===== config.mk =====
export PLATFORM = sky130hd
export DESIGN_NAME = tws_regport
export DESIGN_NICKNAME = d
export VERILOG_FILES = /design/src/rtl/tws_pkg.sv /design/src/rtl/tws_ctrl.sv /design/src/rtl/tws_datapath.sv /design/src/rtl/tws_regport.sv
export SDC_FILE = /design/constraint.sdc
export NUM_CORES = 1
export LEC_CHECK = 0
export CAP_MARGIN = 40
export CELL_PAD_IN_SITES_DETAIL_PLACEMENT = 1
export CELL_PAD_IN_SITES_GLOBAL_PLACEMENT = 1
export CORE_MARGIN = 2
export CORE_UTILIZATION = 30
export CTS_BUF_LIST = sky130_fd_sc_hd__clkbuf_8 sky130_fd_sc_hd__clkbuf_16
export CTS_CLUSTER_DIAMETER = 50
export DETAILED_ROUTE_END_ITERATION = 8
export GPL_ROUTABILITY_DRIVEN = 0
export PLACE_DENSITY = 0.68
export SETUP_SLACK_MARGIN = 0.15
export SYNTH_ARGS = -nofsm -noshare
export SYNTH_HDL_FRONTEND = slang
export SYNTH_SLANG_ARGS = --single-unit
export TNS_END_PERCENT = 30

===== constraint.sdc =====
create_clock -name sysClk -period 1.9 [get_ports sysClk]
set_clock_uncertainty 0.15 [all_clocks]
set_input_delay 0.475 -clock sysClk [delete_from_list [all_inputs] [get_ports sysClk]]
set_output_delay 0.475 -clock sysClk [all_outputs]
set_load 0.05 [all_outputs]

===== src/rtl/tws_pkg.sv =====
package tws_pkg;
  localparam int ADDR_W   = 4;
  localparam int DATA_W   = 8;
  localparam int NUM_REGS = 5;
  localparam int SYNC_STAGES = 2;

  // register slots: 0 gain, 1 offset, 2 coarse delay, 3 fine delay, 4 state
  localparam logic [NUM_REGS-1:0][ADDR_W-1:0] REG_ADDR =
    {4'b0110, 4'b0011, 4'b0010, 4'b0100, 4'b0001};
  localparam logic [NUM_REGS-1:0][DATA_W-1:0] REG_DEFAULT =
    {8'h00, 8'h00, 8'h00, 8'h80, 8'h80};

  typedef struct packed {
    logic clearCnt;
    logic shiftBit;
    logic commit;
  } twsStrobe_t;
endpackage


===== src/rtl/tws_ctrl.sv =====
module tws_ctrl
  import tws_pkg::*;
#(
  parameter int STAGES = SYNC_STAGES
) (
  input  logic       clk,
  input  logic       rstN,
  input  logic       sClk,
  input  logic       sLoadN,
  input  logic       sData,
  output twsStrobe_t strobes,
  output logic       bitIn,
  output logic       loadIdle
);
  logic [STAGES-1:0] clkSync;
  logic [STAGES-1:0] loadSync;
  logic [STAGES-1:0] dataSync;
  logic clkPrev;
  logic loadPrev;
  logic clkLvl;
  logic loadLvl;

  always_ff @(posedge clk or negedge rstN) begin
    if (!rstN) begin
      clkSync  <= '0;
      loadSync <= '1;
      dataSync <= '0;
      clkPrev  <= 1'b0;
      loadPrev <= 1'b1;
    end else begin
      clkSync  <= {clkSync[STAGES-2:0], sClk};
      loadSync <= {loadSync[STAGES-2:0], sLoadN};
      dataSync <= {dataSync[STAGES-2:0], sData};
      clkPrev  <= clkSync[STAGES-1];
      loadPrev <= loadSync[STAGES-1];
    end
  end

  assign clkLvl  = clkSync[STAGES-1];
  assign loadLvl = loadSync[STAGES-1];

  always_comb begin
    strobes.clearCnt = loadPrev & ~loadLvl;
    strobes.shiftBit = clkLvl & ~clkPrev & ~loadLvl;
    strobes.commit   = loadLvl & ~loadPrev;
  end

  assign bitIn    = dataSync[STAGES-1];
  assign loadIdle = loadLvl;
endmodule


===== src/rtl/tws_datapath.sv =====
module tws_datapath
  import tws_pkg::*;
#(
  parameter int AW = ADDR_W,
  parameter int DW = DATA_W,
  parameter int NR = NUM_REGS
) (
  input  logic                   clk,
  input  logic                   rstN,
  input  twsStrobe_t             strobes,
  input  logic                   bitIn,
  output logic [NR-1:0][DW-1:0]  regsOut,
  output logic [$clog2(AW+DW+2)-1:0] bitCnt,
  output logic                   frameOk
);
  localparam int FRAME_LEN = AW + DW;
  localparam int CNT_W     = $clog2(FRAME_LEN + 2);
  localparam logic [CNT_W-1:0] CNT_FULL = CNT_W'(FRAME_LEN);
  localparam logic [CNT_W-1:0] CNT_MAX  = CNT_W'(FRAME_LEN + 1);

  logic [FRAME_LEN-1:0] shiftQ;
  logic [AW-1:0]        frameAddr;
  logic [DW-1:0]        frameData;
  logic [NR-1:0]        hit;

  always_ff @(posedge clk or negedge rstN) begin
    if (!rstN) begin
      bitCnt <= '0;
      shiftQ <= '0;
    end else if (strobes.clearCnt) begin
      bitCnt <= '0;
    end else if (strobes.shiftBit) begin
      shiftQ <= {shiftQ[FRAME_LEN-2:0], bitIn};
      if (bitCnt != CNT_MAX) bitCnt <= bitCnt + 1'b1;
    end
  end

  assign frameAddr = shiftQ[FRAME_LEN-1:DW];
  assign frameData = shiftQ[DW-1:0];
  assign frameOk   = strobes.commit && (bitCnt == CNT_FULL) && (|hit);

  for (genvar i = 0; i < NR; i++) begin : g_reg
    assign hit[i] = (frameAddr == REG_ADDR[i]);
    always_ff @(posedge clk or negedge rstN) begin
      if (!rstN)                 regsOut[i] <= REG_DEFAULT[i];
      else if (frameOk && hit[i]) regsOut[i] <= frameData;
    end
  end
endmodule


===== src/rtl/tws_regport.sv =====
module tws_regport
  import tws_pkg::*;
(
  input  logic             sysClk,
  input  logic             rstN,
  input  logic             sClk,
  input  logic             sLoadN,
  input  logic             sData,
  output logic [DATA_W-1:0] gainAdj,
  output logic [DATA_W-1:0] offsetAdj,
  output logic [DATA_W-1:0] delayCoarse,
  output logic [DATA_W-1:0] delayFine,
  output logic [DATA_W-1:0] stateReg
);
  localparam int CNT_W = $clog2(ADDR_W + DATA_W + 2);

  twsStrobe_t                        strobes;
  logic                              bitIn;
  logic                              loadIdle;
  logic [NUM_REGS-1:0][DATA_W-1:0]   regsOut;
  logic [CNT_W-1:0]                  bitCnt;
  logic                              frameOk;

  tws_ctrl u_ctrl (
    .clk(sysClk), .rstN(rstN), .sClk(sClk), .sLoadN(sLoadN), .sData(sData),
    .strobes(strobes), .bitIn(bitIn), .loadIdle(loadIdle)
  );

  tws_datapath u_dp (
    .clk(sysClk), .rstN(rstN), .strobes(strobes), .bitIn(bitIn),
    .regsOut(regsOut), .bitCnt(bitCnt), .frameOk(frameOk)
  );

  assign gainAdj     = regsOut[0];
  assign offsetAdj   = regsOut[1];
  assign delayCoarse = regsOut[2];
  assign delayFine   = regsOut[3];
  assign stateReg    = regsOut[4];
endmodule


Word-level counts from Yosys, hierarchy flattened
Index checks and enable logic that the tools add are counted.

Register bits after elaboration: 64. Bits in read-only memories: 0. Logic and storage cells: 43. Output and inout port bits: 40. Input bits: 5. Bits in latches: 0. Memories kept: 0. Memory bits (writable): 0.

Equality and inequality tests: 7. Bitwise logic cells: 8. $mul: 0. Add/subtract/negate cells: 1. Div/mod/pow operators: 0. Order comparisons: 0. Reduce and logical (&&, ||, !) cells: 12. Shift operators: 0. Muxes and demuxes: 3.

Operators with widths (number): 4-bit two-way mux (3); 4-bit by 2-bit equality test with 1-bit output (second input constant) (2); 4-bit by 3-bit equality test with 1-bit output (second input constant) (2); 1-bit logical AND (7); 5-bit OR reduction (1); 4-bit by 1-bit adder with 4-bit output (second input constant) (1); 1-bit AND (4); 4-bit by 1-bit equality test with 1-bit output (second input constant) (1); 4-bit equality test (second input constant) (1); 4-bit inequality test (second input constant) (1); 1-bit NOT (4); 2-bit AND reduction (2); 2-bit nonzero test (2).

Longest topological paths before layout
Word-level depth: 5. Mapped depth: 7.

By module
A second synthesis with hierarchy kept.

Cell total of the unflattened synthesis: 158. Area, all modules: 2536.2 sq um.

By module, submodules not included: tws_datapath (instances 1, area an instance 2304.7 sq um, sequential area each 1403.8 sq um, cells each 147); tws_ctrl (instances 1, area an instance 231.5 sq um, sequential area each 203.9 sq um, cells each 11).

Worst setup path before layout
OpenSTA, ideal clock, no wires.

Kind: register -> register. From: register u_dp.bitCnt[0]. To: register u_dp.regsOut[0] in the netlist's numbering. Setup slack: -43 ps. Period minus slack after synthesis: 1943 ps. Buffers on the path: 2. Data required time: 1625 ps. Setup time: 125 ps. Cell stages (with the launch flop): 8. Arrival time: 1668 ps. Path through: dfrtp_1 inv_1 ha_1 nor4bb_4 buf_6 and4b_1 buf_6 mux2_2.

Cells in the longest elaborated chain, start to end: 4.

Ends and longest elaborated chain: start: declaration (line tws_datapath.sv:13) `output logic [$clog2(AW+DW+2)-1:0] bitCnt,`; start signal: assignment (line tws_datapath.sv:34) `if (bitCnt != CNT_MAX) bitCnt <= bitCnt + 1'b1;`; 4-bit equality test (line tws_datapath.sv:40) `assign frameOk = strobes.commit && (bitCnt == CNT_FULL) && (|hit);`; 1-bit logical AND (2 in series) (line tws_datapath.sv:40); 1-bit logical AND (line tws_datapath.sv:46) `else if (frameOk && hit[i]) regsOut[i] <= frameData;`; end signal: indexed assignment (line tws_datapath.sv:45) `if (!rstN) regsOut[i] <= REG_DEFAULT[i];`; end signal: indexed assignment (line tws_datapath.sv:46); end: declaration (line tws_datapath.sv:12) `output logic [NR-1:0][DW-1:0] regsOut,`.

Every way passes these cells. A chain may end at the register's enable or synchronous reset.

Worst setup path after layout
From: register u_ctrl.loadSync[1]. To: register u_dp.regsOut[26] in the netlist's numbering.

Cells in the longest elaborated chain, start to end: 4.

Ends and longest elaborated chain: start: declaration (line tws_ctrl.sv:16) `logic [STAGES-1:0] loadSync;`; start signal: assignment (line tws_ctrl.sv:32) `loadSync <= {loadSync[STAGES-2:0], sLoadN};`; 1-bit AND (line tws_ctrl.sv:45) `strobes.commit = loadLvl & ~loadPrev;`; 1-bit logical AND (2 in series) (line tws_datapath.sv:40); 1-bit logical AND (line tws_datapath.sv:46).

Every way passes these cells.

==> results.md <==
- Max_cap viols: 0
- Post-synth EDFFs: 0
- Failing checks: negative setup slack
- Post-Syn Nets: 163
- Die width: 95.7 um
- Total CTS buffers: 9
- FF+latch count, synth: 64
- Share of cells above drive strength 1: 62.7%
- Most frequent cells after synthesis: dfrtp_1 (59), mux2_2 (52), dfstp_2 (5), nand3_1 (4)
- Largest net degree at the start of global routing: 65
- PortBufs: 44
- Worst EP arrival: 1.98 ns
- Die H: 95.7 um
- Crit path max fanout: 8
- First-pass iteration count of the detailed router: 4
- Antenna Cells: 0
- IO Pins: 45
- Pwr dens: 764 nW/um2
- Fmax: 526 MHz
- Detail Route Antenna Nets: 0
- Initial antenna violation count: 0
- Worst-Margin Slew: 0.353 ns
- Sink Count: 64
- DP Area: 3210 um2
- Top cells by area, synth: dfrtp_1 (58%), mux2_2 (23%), dfstp_2 (5.2%), ha_1 (1.5%), buf_6 (1.3%)
- Seq/Total Area, Yosys: 63.7%
- Area growth syn-to-layout: 40.7%
- CTS tree: done
- First-pass GRT wire length: 8.97 mm
- Worst hold path class: reg2reg
- Detailed Route WL: 5.49 mm
- Status: finished, violations left
- Setup TNS Final: -0.00262 ns
- Max-slew headroom: 76.4%
- Vias in the first global route: 1660
- WS Path Type: reg2reg
- Yosys top cell by area: dfrtp_1
- CTS H-Tree Depth: 3
- CP required: 1.98 ns
- Netlist cell types: 25
- WHS: 0.200 ns
- Period utilisation layout: 100%
- Finished Cell Area: 3550 um2
- Register area: 1610 um2
- Fin crit period: 1.90 ns
- Unrepaired setup endpoints after global routing: true
- Min setup slack post-route: -0.00262 ns
- FFs w/ async S/R, synth: 100%
- Maximum clock path buffer count: 2
- Clk root buf: clkbuf_8
- Synth top area share: 58.5%
- Setup-failing EPs final: 1
- Avg Cell Area, Syn: 16.3 um2
- Core Area: 8180 um2
- Most frequent cell after synthesis: dfrtp_1
- DR WL/cell: 16.6 um
- DR vias/cell: 4.70
- Initial Util: 30.9%
- Final Max Slew Viols: 0
- Combined area of the multi-input logic cells: 1000 um2
- # fillers: 838
- Clock transition at path regs: 0.07 ns
- Synth Instances: 155
- Nets: 229
- Overall Global Routing Usage: 13.6%
- Crit. End Element: flop
- Row cnt: 33
- Critical Path Source Type: flop
- GRT overflow: 0
- Final hold viol count: 0
- Mapped cell area: 2520 um2
- DP HPWL: 3.55 mm
- Max IR drop VDD: 0.360 mV
- Worst-Skew Late Latency: 0.34 ns
- DRC violations left: 0
- Die Area: 9170 um2
- Primary FF master, synth: dfrtp_1
- 1st-iter DRT viols: 30
- Via Count: 1552
- YS warnings: 0
- Static leakage: 0.00173 uW
[where the power goes]
part | internal [uW] | total, uW | switching (uW)
Sequential | 1420 | 1510 | 89.0
Clock | 498 | 1030 | 528
Combinational | 111 | 183 | 72.0
[stage by stage]
stage                     util, %  total power [uW]  setup slack (ns)  std cells
after floorplan                 -              1570            0.0157        155
after global placement       39.3              1660            0.0117        309
after detailed placement     39.3              1670           -0.0517        309
after CTS                    42.6              2750          -0.00389        328
after global routing         43.5              2850            -0.132        330
final                        43.5              2720          -0.00262        330
[worst max-delay path, cell delays in order, from the launching register on]
cell and delay (ns):
dfstp_2 0.53, nor4bb_4 0.32, buf_4 0.19, nand4_4 0.23, mux2_4 0.37
[cell usage in the layout, fill, tap and decap left out, drive strengths merged, types with 2 or more instances in the layout]
cell,netlist,routed
o21ai,2,2
nor2,2,2
dfstp,5,5
inv,3,3
mux2,52,52
clkinv,0,3
nor2b,2,2
clkinvlp,0,2
buf,4,55
clkbuf,0,10
o41ai,2,2
ha,3,3
o311ai,2,2
clkdlybuf4s50,0,3
and4b,2,2
dfrtp,59,59
nand3,7,7
a21oi,2,2
[path summary, 6_finish.rpt]
check / start / end / slack [ns] / cells past startpoint
worst max-delay path: u_ctrl.loadSync[1] / u_dp.regsOut[26] / -0.003 / 4
max in group asynchronous: rstN / u_dp.regsOut[7] / 0.78 / 3
min in group asynchronous: rstN / u_ctrl.clkSync[0] / 0.52 / 3
worst max register to register: u_ctrl.loadSync[1] / u_dp.regsOut[26] / -0.003 / 4
worst min-delay path: u_ctrl.clkSync[0] / u_ctrl.clkSync[1] / 0.20 / 0
worst min register to register: u_ctrl.clkSync[0] / u_ctrl.clkSync[1] / 0.20 / 0
[sequential cells by signal, summed over array words and instances, names as in the netlist]
register and flops:
u_ctrl.loadPrev 1, u_dp.shiftQ 12, u_dp.bitCnt 4, u_ctrl.clkPrev 1
u_ctrl.dataSync 2, u_ctrl.loadSync 2, u_dp.regsOut 40, u_ctrl.clkSync 2
[what timing repair did]
action / in CTS / in global routing
resized for setup: 20 / 11
setup buffers: 3 / 2
hold buffers: 1 / 0
endpoints found under the setup margin: 54 / 54
hold endpoints to repair: 52 / 0
pin swaps: 3 / 3
[final cells by class]
type | instances | share of cell area (%)
Multi-Input combinational cell | 84 | 28.2
Tap cell | 105 | 3.70
Sequential cell | 64 | 45.2
Inverter | 3 | 0.317
Timing Repair Buffer | 59 | 17.7
Clock inverter | 5 | 0.951
Clock buffer | 10 | 3.87
[metal layers]
metal	track usage, %	share of wire [%]	vias up
met5	0	0	-
met4	7.50	2.3	0
met3	3.68	3.9	11
met2	20.5	48	32
met1	17.8	45	810
li1	-	-	699
[logic make-up after synthesis]
group / count (synthesis) / share of synthesized area [%]
DFF: 64 / 63.7
muxes: 52 / 23.2
and+or+nand+nor: 21 / 7.48
AOI/OAI and AO/OA: 8 / 2.18
buffers and inverters: 7 / 1.98
adders and majority gates: 3 / 1.49
Power figures use the tool's default switching activity.
